===== src/rtl/sf_pkg.sv =====
package sf_pkg;

   typedef enum logic {
      SNP_RD  = 1'b0,
      SNP_RDX = 1'b1
   } sf_snp_e;

   typedef enum logic [1:0] {
      OP_L2_FILL = 2'd0,
      OP_L1_FILL = 2'd1,
      OP_L1_MOD  = 2'd2,
      OP_L1_DROP = 2'd3
   } sf_op_e;

   typedef enum logic [1:0] {
      UP_INV   = 2'd0,
      UP_FLUSH = 2'd1,
      UP_PURGE = 2'd2
   } sf_up_e;

   typedef enum logic [1:0] {
      ST_IDLE = 2'd0,
      ST_WAIT = 2'd1,
      ST_SACK = 2'd2,
      ST_LACK = 2'd3
   } sf_state_e;

   typedef struct packed {
      logic valid;
      logic dirty;
      logic incl;
      logic stale;
   } sf_flags_t;

endpackage


===== src/rtl/sf_store.sv =====
module sf_store
   import sf_pkg::*;
#(
   parameter int SET_W = 3,
   parameter int TAG_W = 13
) (
   input  logic             clk,
   input  logic             rst_n,
   input  logic [SET_W-1:0] rd_idx,
   output logic [TAG_W-1:0] rd_tag,
   output sf_flags_t        rd_flags,
   input  logic             we,
   input  logic [SET_W-1:0] wr_idx,
   input  logic [TAG_W-1:0] wr_tag,
   input  sf_flags_t        wr_flags
);
   localparam int SETS = 1 << SET_W;

   logic [TAG_W-1:0] tag_q [SETS];
   sf_flags_t        flg_q [SETS];

   always_ff @(posedge clk or negedge rst_n) begin
      if (!rst_n) begin
         for (int s = 0; s < SETS; s++) begin
            tag_q[s] <= '0;
            flg_q[s] <= '0;
         end
      end else if (we) begin
         tag_q[wr_idx] <= wr_tag;
         flg_q[wr_idx] <= wr_flags;
      end
   end

   assign rd_tag   = tag_q[rd_idx];
   assign rd_flags = flg_q[rd_idx];
endmodule


===== src/rtl/sf_decide.sv =====
module sf_decide
   import sf_pkg::*;
#(
   parameter int ADDR_W = 16,
   parameter int SET_W  = 3,
   parameter int TAG_W  = 13,
   parameter bit WB_L1  = 1'b1
) (
   input  logic              is_snp,
   input  sf_snp_e           snp_cmd,
   input  sf_op_e            op,
   input  logic [ADDR_W-1:0] addr,
   input  logic [TAG_W-1:0]  cur_tag,
   input  sf_flags_t         cur,
   output logic              need_up,
   output sf_up_e            up_type,
   output logic [ADDR_W-1:0] up_addr,
   output logic              we,
   output logic [TAG_W-1:0]  new_tag,
   output sf_flags_t         new_flags,
   output logic              res_shared,
   output logic              res_dirty
);
   logic [TAG_W-1:0] req_tag;
   logic [SET_W-1:0] idx;
   logic             hit;
   logic             stale_eff;

   assign req_tag = addr[ADDR_W-1:SET_W];
   assign idx     = addr[SET_W-1:0];
   assign hit     = cur.valid && (cur_tag == req_tag);

   // Only a write-back upper level can leave the second level stale.
   generate
      if (WB_L1) begin : g_wb
         assign stale_eff = cur.stale;
      end else begin : g_wt
         assign stale_eff = 1'b0;
      end
   endgenerate

   always_comb begin
      need_up    = 1'b0;
      up_type    = UP_INV;
      up_addr    = addr;
      we         = 1'b0;
      new_tag    = req_tag;
      new_flags  = cur;
      res_shared = 1'b0;
      res_dirty  = 1'b0;
      if (is_snp) begin
         res_shared = hit;
         res_dirty  = hit && cur.dirty;
         if (hit) begin
            we = 1'b1;
            if (snp_cmd == SNP_RDX) begin
               new_flags = '0;
               need_up   = cur.incl;
               up_type   = stale_eff ? UP_PURGE : UP_INV;
            end else begin
               new_flags.dirty = 1'b0;
               new_flags.stale = 1'b0;
               need_up         = stale_eff;
               up_type         = UP_FLUSH;
            end
         end
      end else begin
         unique case (op)
            OP_L2_FILL: if (!hit) begin
               we        = 1'b1;
               new_flags = '{valid: 1'b1, dirty: 1'b0, incl: 1'b0, stale: 1'b0};
               need_up   = cur.valid && cur.incl;
               up_type   = stale_eff ? UP_PURGE : UP_INV;
               up_addr   = {cur_tag, idx};
            end
            OP_L1_FILL: if (hit) begin
               we             = 1'b1;
               new_flags.incl = 1'b1;
            end
            OP_L1_MOD: if (hit) begin
               we              = 1'b1;
               new_flags.incl  = 1'b1;
               new_flags.dirty = 1'b1;
               new_flags.stale = WB_L1;
            end
            OP_L1_DROP: if (hit) begin
               we              = 1'b1;
               new_flags.incl  = 1'b0;
               new_flags.stale = 1'b0;
            end
            default: ;
         endcase
      end
   end
endmodule


===== src/rtl/sf_ctrl.sv =====
module sf_ctrl
   import sf_pkg::*;
#(
   parameter int ADDR_W = 16,
   parameter int SET_W  = 3,
   parameter int TAG_W  = 13
) (
   input  logic              clk,
   input  logic              rst_n,
   input  logic              snp_vld,
   input  logic              loc_vld,
   input  logic              l1_ack,
   input  logic [SET_W-1:0]  idx,
   input  logic              dec_need_up,
   input  sf_up_e            dec_up_type,
   input  logic [ADDR_W-1:0] dec_up_addr,
   input  logic              dec_we,
   input  logic [TAG_W-1:0]  dec_tag,
   input  sf_flags_t         dec_flags,
   input  logic              dec_shared,
   input  logic              dec_dirty,
   output logic              st_we,
   output logic [SET_W-1:0]  st_idx,
   output logic [TAG_W-1:0]  st_tag,
   output sf_flags_t         st_flags,
   output logic              snp_ack,
   output logic              snp_shared,
   output logic              snp_dirty,
   output logic              loc_ack,
   output logic              up_vld,
   output sf_up_e            up_type,
   output logic [ADDR_W-1:0] up_addr
);
   sf_state_e        state_q;
   logic             pend_snp_q;
   logic             pend_we_q;
   logic [SET_W-1:0] pend_idx_q;
   logic [TAG_W-1:0] pend_tag_q;
   sf_flags_t        pend_flags_q;
   logic             take;

   // A snoop outranks a local operation; the decision inputs follow snp_vld.
   assign take = (state_q == ST_IDLE) && (snp_vld || loc_vld);

   always_ff @(posedge clk or negedge rst_n) begin
      if (!rst_n) begin
         state_q      <= ST_IDLE;
         pend_snp_q   <= 1'b0;
         pend_we_q    <= 1'b0;
         pend_idx_q   <= '0;
         pend_tag_q   <= '0;
         pend_flags_q <= '0;
         snp_shared   <= 1'b0;
         snp_dirty    <= 1'b0;
         up_type      <= UP_INV;
         up_addr      <= '0;
      end else begin
         unique case (state_q)
            ST_IDLE: if (take) begin
               if (snp_vld) begin
                  snp_shared <= dec_shared;
                  snp_dirty  <= dec_dirty;
               end
               if (dec_need_up) begin
                  state_q      <= ST_WAIT;
                  up_type      <= dec_up_type;
                  up_addr      <= dec_up_addr;
                  pend_snp_q   <= snp_vld;
                  pend_we_q    <= dec_we;
                  pend_idx_q   <= idx;
                  pend_tag_q   <= dec_tag;
                  pend_flags_q <= dec_flags;
               end else begin
                  state_q <= snp_vld ? ST_SACK : ST_LACK;
               end
            end
            ST_WAIT: if (l1_ack) begin
               state_q <= pend_snp_q ? ST_SACK : ST_LACK;
            end
            ST_SACK: state_q <= ST_IDLE;
            ST_LACK: state_q <= ST_IDLE;
            default: state_q <= ST_IDLE;
         endcase
      end
   end

   always_comb begin
      st_we    = 1'b0;
      st_idx   = idx;
      st_tag   = dec_tag;
      st_flags = dec_flags;
      if (take && !dec_need_up) begin
         st_we = dec_we;
      end else if ((state_q == ST_WAIT) && l1_ack) begin
         st_we    = pend_we_q;
         st_idx   = pend_idx_q;
         st_tag   = pend_tag_q;
         st_flags = pend_flags_q;
      end
   end

   assign snp_ack = (state_q == ST_SACK);
   assign loc_ack = (state_q == ST_LACK);
   assign up_vld  = (state_q == ST_WAIT);
endmodule


===== src/rtl/l2_snoop_filter.sv =====
module l2_snoop_filter
   import sf_pkg::*;
#(
   parameter int ADDR_W = 16,
   parameter int SET_W  = 3,
   parameter bit WB_L1  = 1'b1
) (
   input  logic              clk,
   input  logic              rst_n,
   input  logic              snp_vld,
   input  logic              snp_cmd,
   input  logic [ADDR_W-1:0] snp_addr,
   output logic              snp_ack,
   output logic              snp_shared,
   output logic              snp_dirty,
   input  logic              loc_vld,
   input  logic [1:0]        loc_op,
   input  logic [ADDR_W-1:0] loc_addr,
   output logic              loc_ack,
   output logic              l1_req_vld,
   output logic [1:0]        l1_req_type,
   output logic [ADDR_W-1:0] l1_req_addr,
   input  logic              l1_ack
);
   localparam int TAG_W = ADDR_W - SET_W;

   initial begin
      if (SET_W < 1 || SET_W > 10) $error("SET_W out of range");
      if (TAG_W < 1) $error("ADDR_W must exceed SET_W");
   end

   logic [ADDR_W-1:0] cur_addr;
   logic [SET_W-1:0]  idx;
   logic [TAG_W-1:0]  rd_tag;
   sf_flags_t         rd_flags;
   logic              dec_need_up, dec_we, dec_shared, dec_dirty;
   sf_up_e            dec_up_type, up_type;
   logic [ADDR_W-1:0] dec_up_addr;
   logic [TAG_W-1:0]  dec_tag, st_tag;
   sf_flags_t         dec_flags, st_flags;
   logic              st_we;
   logic [SET_W-1:0]  st_idx;

   assign cur_addr = snp_vld ? snp_addr : loc_addr;
   assign idx      = cur_addr[SET_W-1:0];

   sf_store #(.SET_W(SET_W), .TAG_W(TAG_W)) u_store (
      .clk      (clk),
      .rst_n    (rst_n),
      .rd_idx   (idx),
      .rd_tag   (rd_tag),
      .rd_flags (rd_flags),
      .we       (st_we),
      .wr_idx   (st_idx),
      .wr_tag   (st_tag),
      .wr_flags (st_flags)
   );

   sf_decide #(.ADDR_W(ADDR_W), .SET_W(SET_W), .TAG_W(TAG_W), .WB_L1(WB_L1)) u_dec (
      .is_snp     (snp_vld),
      .snp_cmd    (sf_snp_e'(snp_cmd)),
      .op         (sf_op_e'(loc_op)),
      .addr       (cur_addr),
      .cur_tag    (rd_tag),
      .cur        (rd_flags),
      .need_up    (dec_need_up),
      .up_type    (dec_up_type),
      .up_addr    (dec_up_addr),
      .we         (dec_we),
      .new_tag    (dec_tag),
      .new_flags  (dec_flags),
      .res_shared (dec_shared),
      .res_dirty  (dec_dirty)
   );

   sf_ctrl #(.ADDR_W(ADDR_W), .SET_W(SET_W), .TAG_W(TAG_W)) u_ctrl (
      .clk         (clk),
      .rst_n       (rst_n),
      .snp_vld     (snp_vld),
      .loc_vld     (loc_vld),
      .l1_ack      (l1_ack),
      .idx         (idx),
      .dec_need_up (dec_need_up),
      .dec_up_type (dec_up_type),
      .dec_up_addr (dec_up_addr),
      .dec_we      (dec_we),
      .dec_tag     (dec_tag),
      .dec_flags   (dec_flags),
      .dec_shared  (dec_shared),
      .dec_dirty   (dec_dirty),
      .st_we       (st_we),
      .st_idx      (st_idx),
      .st_tag      (st_tag),
      .st_flags    (st_flags),
      .snp_ack     (snp_ack),
      .snp_shared  (snp_shared),
      .snp_dirty   (snp_dirty),
      .loc_ack     (loc_ack),
      .up_vld      (l1_req_vld),
      .up_type     (up_type),
      .up_addr     (l1_req_addr)
   );

   assign l1_req_type = up_type;
endmodule


===== config.mk =====
export PLATFORM = sky130hd
export DESIGN_NAME = l2_snoop_filter
export DESIGN_NICKNAME = d
export VERILOG_FILES = /design/src/rtl/sf_pkg.sv /design/src/rtl/sf_store.sv /design/src/rtl/sf_decide.sv /design/src/rtl/sf_ctrl.sv /design/src/rtl/l2_snoop_filter.sv
export SDC_FILE = /design/constraint.sdc
export NUM_CORES = 1
export LEC_CHECK = 0
export CAP_MARGIN = 20
export CORE_MARGIN = 10
export CORE_UTILIZATION = 60
export CTS_CLUSTER_DIAMETER = 120
export DETAILED_ROUTE_END_ITERATION = 10
export GPL_TIMING_DRIVEN = 0
export PLACE_DENSITY_LB_ADDON = 0.08
export RECOVER_POWER = 50
export SYNTH_ARGS = -nofsm -noshare
export SYNTH_HDL_FRONTEND = slang
export SYNTH_SLANG_ARGS = --single-unit

===== constraint.sdc =====
create_clock -name clk -period 5.5 [get_ports clk]
set_clock_uncertainty 0.2 [all_clocks]
set_input_delay 0.825 -clock clk [delete_from_list [all_inputs] [get_ports clk]]
set_output_delay 0.825 -clock clk [all_outputs]
set_load 0.01 [all_outputs]

Word level (Yosys, flattened, before mapping)
Cells that the tools add are included.
{"block": "word_totals", "register_bits": 180, "latch_bits": 0, "mem_bits_rw": 0, "mem_bits_ro": 0, "inputBits": 40, "out_inout_bits": 23, "wordCells": 140, "memories": 0}
{"block": "op_classes", "n_addsub": 0, "multipliers": 0, "div_mod_pow": 0, "n_lt_le_gt_ge": 3, "eq_ne": 9, "n_shift": 0, "n_mux": 57, "bitwise_logic": 2, "n_reduce_logical": 16}
{"op": "$bwmux 104", "n": 1}
{"op": "$mux 13", "n": 5}
{"op": "$mux 16", "n": 4}
{"op": "$bmux 13 s3", "n": 1}
{"op": "$demux 13 s3", "n": 1}
{"op": "$bwmux 32", "n": 1}
{"op": "$mux 4", "n": 8}
{"op": "$mux 2", "n": 10}
{"op": "$mux 1", "n": 16}
{"op": "$eq 13x13->1", "n": 1}
{"op": "$bmux 4 s3", "n": 1}
{"op": "$demux 4 s3", "n": 1}
{"op": "$mux 3", "n": 3}
{"op": "$eq 2x2->1 const B", "n": 4}
{"op": "$ge 4x4->1 const B", "n": 2}
{"op": "$not 3->4", "n": 2}
{"op": "$logic_and 1x1->1", "n": 7}
{"op": "$pmux 2 s3", "n": 1}
{"op": "$reduce_and 3->1", "n": 2}
{"op": "$eq 2x1->1 const B", "n": 2}
{"op": "$logic_not 2->1", "n": 2}
{"op": "$lt 4x1->1 const B", "n": 1}
{"op": "$ne 2x1->1 const B", "n": 2}
{"op": "$pmux 1 s2", "n": 2}
{"op": "7 further kinds", "n": 7}

Logic depth before layout (Yosys ltp)
Gate-level depths: netlist (run 1).
{"block": "logic_depth", "depth_word": 19, "mapped_depth": 18, "depth_no_buf": 11}

Modules after synthesis
From an unflattened synthesis (run 1), not the netlist that was laid out.
{"block": "unflattened", "cells_unflattened": 592, "hier_area_um2": 9235.1}
{"mod": "sf_store", "instances": 1, "cells_each": 356, "area_per_inst_um2": 6306.0}
{"mod": "sf_ctrl", "instances": 1, "cells_each": 128, "area_per_inst_um2": 1968.1}
{"mod": "sf_decide", "instances": 1, "cells_each": 90, "area_per_inst_um2": 711.9}
{"mod": "l2_snoop_filter", "instances": 1, "cells_each": 18, "area_per_inst_um2": 249.0}

Worst setup path after synthesis (run 1)
No wires, ideal clock.
{"block": "synth_timing", "kind": "in2reg", "start": "input snp_addr[1]", "end": "register u_store.flg_q[16] (netlist name)", "setup_ps": 133, "arrival_time_ps": 3628, "required_ps": 5167, "path_slack_ps": 1539, "stages": 15, "path_cell_list": "buf_2 > and2_1 > buf_2 > buf_2 > a22o_1 > a221oi_1 > o22ai_1 > xor2_1 > nor4_4 > nand4b_4 > buf_2 > mux2_1 > o2111ai_1 > a21boi_2 > o21ai_0"}
{"block": "synth_via", "elab_chain_cells": 19}
{"item": "start, declared", "line": "l2_snoop_filter.sv:12", "text": "input logic [ADDR_W-1:0] snp_addr,"}
{"item": "$mux 16 (*)", "line": "l2_snoop_filter.sv:44", "text": "assign cur_addr = snp_vld ? snp_addr : loc_addr;"}
{"item": "$not 3->4 (not written as such)", "line": "sf_store.sv:34, sf_store.sv:35"}
{"item": "$bmux 13 s3", "line": "sf_store.sv:34", "text": "assign rd_tag = tag_q[rd_idx];"}
{"item": "$mux 13 (not written as such) (2 in series)", "line": "sf_store.sv:34"}
{"item": "$eq 13x13->1", "line": "sf_decide.sv:31", "text": "assign hit = cur.valid && (cur_tag == req_tag);"}
{"item": "$logic_and 1x1->1", "line": "sf_decide.sv:31"}
{"item": "$mux 1", "line": "sf_decide.sv:69", "text": "OP_L2_FILL: if (!hit) begin"}
{"item": "$mux 1", "line": "sf_decide.sv:68", "text": "unique case (op)"}
{"item": "[... 2 more ...]"}
{"item": "$logic_and 1x1->1", "line": "sf_ctrl.sv:92", "text": "if (take && !dec_need_up) begin"}
{"item": "$mux 3", "line": "sf_ctrl.sv:92"}
{"item": "$not 3->4 (not written as such)", "line": "sf_store.sv:30", "text": "flg_q[wr_idx] <= wr_flags;"}
{"item": "$ge 4x4->1 (not written as such) or $lt 4x1->1 (tied branches)", "line": "sf_store.sv:30"}
{"item": "$logic_and 1x1->1 (not written as such)", "line": "sf_store.sv:30"}
{"item": "$mux 4 (not written as such)", "line": "sf_store.sv:30"}
{"item": "$demux 4 s3", "line": "sf_store.sv:30"}
{"item": "$bwmux 32", "line": "sf_store.sv:30"}
{"item": "end signal, assigned by index", "line": "sf_store.sv:30"}
{"item": "end, declared", "line": "sf_store.sv:20", "text": "sf_flags_t flg_q [SETS];"}
Every way passes the cells marked *; elsewhere a longest branch is shown, timed or not. The select of a mux whose other input is x is not followed.
A chain may end at the register's enable or synchronous reset.

Final worst setup path (run 1)
{"block": "layout_timing", "start": "input snp_addr[0]", "end": "register u_store.tag_q[94] (netlist name)"}
{"block": "layout_via", "elab_chain_cells": 19}
{"item": "$mux 16 (*)", "line": "l2_snoop_filter.sv:44"}
{"item": "$not 3->4 (not written as such)", "line": "sf_store.sv:34, sf_store.sv:35"}
{"item": "$bmux 13 s3", "line": "sf_store.sv:34"}
{"item": "$mux 13 (not written as such) (2 in series)", "line": "sf_store.sv:34"}
{"item": "$eq 13x13->1", "line": "sf_decide.sv:31"}
{"item": "$logic_and 1x1->1", "line": "sf_decide.sv:31"}
{"item": "$mux 1", "line": "sf_decide.sv:69"}
{"item": "$mux 1", "line": "sf_decide.sv:68"}
{"item": "[... 2 more ...]"}
{"item": "$logic_and 1x1->1", "line": "sf_ctrl.sv:92"}
{"item": "$mux 3", "line": "sf_ctrl.sv:92"}
{"item": "$not 3->4 (not written as such)", "line": "sf_store.sv:29", "text": "tag_q[wr_idx] <= wr_tag;"}
{"item": "$ge 4x4->1 (not written as such) or $lt 4x1->1 (tied branches)", "line": "sf_store.sv:29"}
{"item": "$logic_and 1x1->1 (not written as such)", "line": "sf_store.sv:29"}
{"item": "$mux 13 (not written as such)", "line": "sf_store.sv:29"}
{"item": "$demux 13 s3", "line": "sf_store.sv:29"}
{"item": "$bwmux 104", "line": "sf_store.sv:29"}
{"item": "end signal, assigned by index", "line": "sf_store.sv:29"}
{"item": "end, declared", "line": "sf_store.sv:19", "text": "logic [TAG_W-1:0] tag_q [SETS];"}
Marks and branches as above.

==> results of run 1 <==
-- per-layer routing --
layer | wire, um | up-vias
met1 | 12600 | 4422
met4 | 1920 | 0
met2 | 14600 | 640
met3 | 4130 | 133
li1 | - | 4000
met5 | 0 | -
-- state kept, by name (all words and copies together) (netlist names), 2 cells and up --
| name | flops |
|---|---|
| u_ctrl.pend_flags_q | 4 |
| u_ctrl.pend_idx_q | 2 |
| u_ctrl.pend_tag_q | 13 |
| u_ctrl.state_q | 2 |
| u_ctrl.up_addr | 14 |
| u_ctrl.up_type | 2 |
| u_store.flg_q | 32 |
| u_store.tag_q | 104 |
-- kinds of logic after synthesis --
family	after synthesis	share of synthesized area
compound gates	378	0.247
xor+xnor	7	0.00644
buf+inv	87	0.0426
flops	177	0.465
mux	50	0.0569
simple gates	383	0.182
-- synthesized netlist by cell type (4+ instances only) --
library cell / count
o211ai_1: 6
and2_1: 14
o31ai_1: 6
o22ai_1: 16
inv_1: 10
a22o_1: 14
nand3_1: 18
dfrtp_1: 177
a32oi_1: 5
a21o_1: 6
o21a_1: 5
o21ai_1: 55
and3_1: 4
a21boi_0: 4
o21ai_0: 139
a21oi_1: 41
nor2b_1: 24
a221oi_1: 17
nor3_1: 10
a22oi_1: 12
xor2_1: 6
a211oi_1: 14
mux2_2: 19
mux2_1: 4
clkbuf_1: 31
buf_4: 8
nand2b_1: 18
nand2_1: 254
nor2_1: 22
mux2i_1: 26
buf_2: 33
a31oi_1: 8
-- final cells by class --
| cell class | count | area share |
|---|---|---|
| multi-input combinational | 818 | 0.427 |
| sequential | 177 | 0.403 |
| timing repair buffer | 61 | 0.0564 |
| clock buffer | 22 | 0.0423 |
| buffer | 75 | 0.0333 |
| tap | 211 | 0.0240 |
| clock inverter | 9 | 0.00991 |
| inverter | 12 | 0.00410 |
-- worst max-delay path by stage --
| stage | start | end | slack (ns) | cells after the start |
|---|---|---|---|---|
| after detailed placement | loc_addr[2] | u_store.flg_q[4]$_DFFE_PN0P_ | -0.16 | 14 |
| final | snp_addr[0] | u_store.tag_q[94]$_DFFE_PN0P_ | 0.24 | 15 |
| after CTS | loc_addr[2] | u_store.flg_q[4]$_DFFE_PN0P_ | 0.26 | 14 |
| after floorplan | snp_addr[1] | u_store.flg_q[16]$_DFFE_PN0P_ | 1.54 | 15 |
| after global routing | snp_addr[0] | u_store.tag_q[91]$_DFFE_PN0P_ | 0.07 | 15 |
| after global placement | rst_n | u_ctrl.pend_flags_q[0]$_DFFE_PN0P_ | -3.91 | 1 |
-- power groups by stage --
stage | clock network, W | logic [W] | registers, W
after global routing | 0.00126 | 0.00135 | 0.00199
after floorplan | 0 | 0.000793 | 0.00190
after global placement | 0 | 0.00115 | 0.00195
after CTS | 0.00120 | 0.00120 | 0.00194
final | 0.00121 | 0.00122 | 0.00195
after detailed placement | 0 | 0.00120 | 0.00196
-- metrics by stage --
step | power (W) | area, um2 | hold slack, ns | setup TNS (ns)
6_report | 0.00438 | 11000 | 0.268 | 0
5_1_grt | 0.00459 | 11000 | 0.292 | 0
4_1_cts | 0.00434 | 11000 | 0.153 | 0
3_5_place_dp | 0.00315 | 10400 | 0.263 | -6.75
3_3_place_gp | 0.00310 | 10400 | 0.253 | -697.12
2_1_floorplan | 0.00269 | 9520 | 0.242 | 0
-- worst max-delay path: stages --
cell and delay (ns):
clkdlybuf4s50_1 0.54, mux2i_1 0.22, buf_2 0.28, buf_2 0.38, buf_4 0.28, nand2_1 0.07
a31oi_1 0.29, mux2i_1 0.26, a2111oi_2 0.54, nand4b_4 0.28, mux2i_4 0.37, nand3_2 0.34
clkbuf_1 0.41, nand2_1 0.16, o21ai_0 0.09
==> flow_metrics.env, run 1 <==
export IMPL_fin_ws_ns=0.241
export IMPL_drv_cap=1
export IMPL_drv_slew=64
export IMPL_synth_top_area_share=0.465
export IMPL_vias=9195
export IMPL_arrival_ns=5.35
export IMPL_antenna_found_initial=0
export IMPL_hpwl_mm=22.8
export IMPL_synth_seq_cells=177
export IMPL_grt_use_met2=0.453
export IMPL_p_int_w=0.00286
export IMPL_numPortBuffers=59
export IMPL_fp_dieW_um=146
export IMPL_grt_use_total=0.307
export IMPL_timing_final_crit_share=0.956
export IMPL_outcome="complete, but fails checks"
export IMPL_drtPass1Iterations=8
export IMPL_ios=63
export IMPL_fin_cells=1385
export IMPL_grt_max_degree=115
export IMPL_layout_common_cells="nand2_1 (254), dfrtp_1 (177), o21ai_0 (139)"
export IMPL_synth_edff_count=0
export IMPL_rows=45
export IMPL_post_drt_via_cell_ratio=6.64
export IMPL_post_cts_resized=0
export IMPL_hold_viol=0
export IMPL_worst_pin_slew_ns=3.60
export IMPL_dpl_cell_count=1354
export IMPL_cp_required_ns=5.59
export IMPL_setup_worst_path_end_class="flop"
export IMPL_multi_input_area_um2=4690
export IMPL_holdCritPathClass="reg -> reg"
export IMPL_yosysWarnings=0
export IMPL_seq_area_um2=4430
export IMPL_grt_pass1_vias=8593
export IMPL_wire_per_inst_um=24.0
export IMPL_root_buffer="clkbuf_16"
export IMPL_cts_tree="built"
export IMPL_cp_max_fo=10
export IMPL_switchingPower_w=0.00153
export IMPL_async_flop_share=1.00
export IMPL_r2r_cells=12
export IMPL_clk_path_buf_depth=2
export IMPL_ctsHoldBuffers=0
export IMPL_fmax_ghz=0.190
export IMPL_insertion_delay_ns=0.44
export IMPL_die_area_um2=21300
export IMPL_met3_usage=0.0854
export IMPL_drt_iter0_drc=1349
export IMPL_grt_pass1_wl_mm=50.9
export IMPL_p_per_area_nw_per_um2=399
export IMPL_finalCriticalPeriod_ns=5.26
export IMPL_leakagePower_nw=4.83
export IMPL_grt_busiest_layer="met2"
export IMPL_timing_rr_end="u_store.tag_q[94]$_DFFE_PN0P_"
export IMPL_cts_max_level=4
export IMPL_peakVddDrop_uv=277
export IMPL_yosys_top_cells_area="dfrtp_1 (47%), nand2_1 (10%), o21ai_0 (7.3%)"
export IMPL_cts_sinks=177
export IMPL_drive_gt1_frac=0.0988
export IMPL_grt_met1_usage=0.398
export IMPL_clock_power_share=0.276
export IMPL_place_gp_congestion=0.990
export IMPL_synth_flop_cell="dfrtp_1"
export IMPL_fill_cells=1231
export IMPL_synthCells=1082
export IMPL_rsz0062_at_grt="no"
export IMPL_clkTransAtPathRegs_ns=0.07
export IMPL_syn_mean_instance_area_um2=8.80
export IMPL_worstHoldEndpoint="u_store.tag_q[20]$_DFFE_PN0P_"
export IMPL_worst_r2r_startpoint="u_store.tag_q[7]$_DFFE_PN0P_"
export IMPL_area_growth_pct=15.4
export IMPL_post_route_util=0.715
export IMPL_drc=0
export IMPL_routed_wl_mm=33.3
export IMPL_holdPathStages=2
export IMPL_slew_headroom=-1.40
export IMPL_dp_slack_ns=-0.155
export IMPL_core_area_um2=15400
export IMPL_initial_utilization=0.619
export IMPL_cts_buffers_inserted=17
export IMPL_critPathLaunchType="input port"
export IMPL_comb_power_share=0.279
export IMPL_netlist_area_um2=9520
export IMPL_syn_nets=1122
export IMPL_die_y_um=146
export IMPL_postCtsSetupRepairBufs=0
export IMPL_switching_share=0.348
export IMPL_synth_area_leader_cell="dfrtp_1"
export IMPL_synth_yosys_seq_area_share=0.465
export IMPL_grt_ovfl_total=0
export IMPL_path_class="in -> reg"
export IMPL_synth_cell_types=73
export IMPL_violations="capacitance limit, slew limit"
export IMPL_diodes=0
export IMPL_r2r_slack_ns=1.32
export IMPL_hold_start="u_store.tag_q[20]$_DFFE_PN0P_"
export IMPL_setup_violations=0
export IMPL_seqPwrFrac=0.445
export IMPL_final_antenna_net_count=0
export IMPL_final_common_cell="nand2_1"
export IMPL_nets=1202
(Power assumes the default switching activity.)
==> run 2: changes to the inputs <==
==> constraint.sdc (replaced) <==
create_clock -name clk -period 5.5 [get_ports clk]
set_clock_uncertainty 0.2 [all_clocks]
set_input_delay 0.825 -clock clk [delete_from_list [all_inputs] [get_ports clk]]
set_output_delay 0.825 -clock clk [all_outputs]
set_load 0.02 [all_outputs]
==> results of run 2 <==
Same layout as run 1 (identical final DEF). Status: complete, but fails checks: capacitance limit, slew limit.
Among the figures that moved: total power 0.00438 W -> 0.00441 W
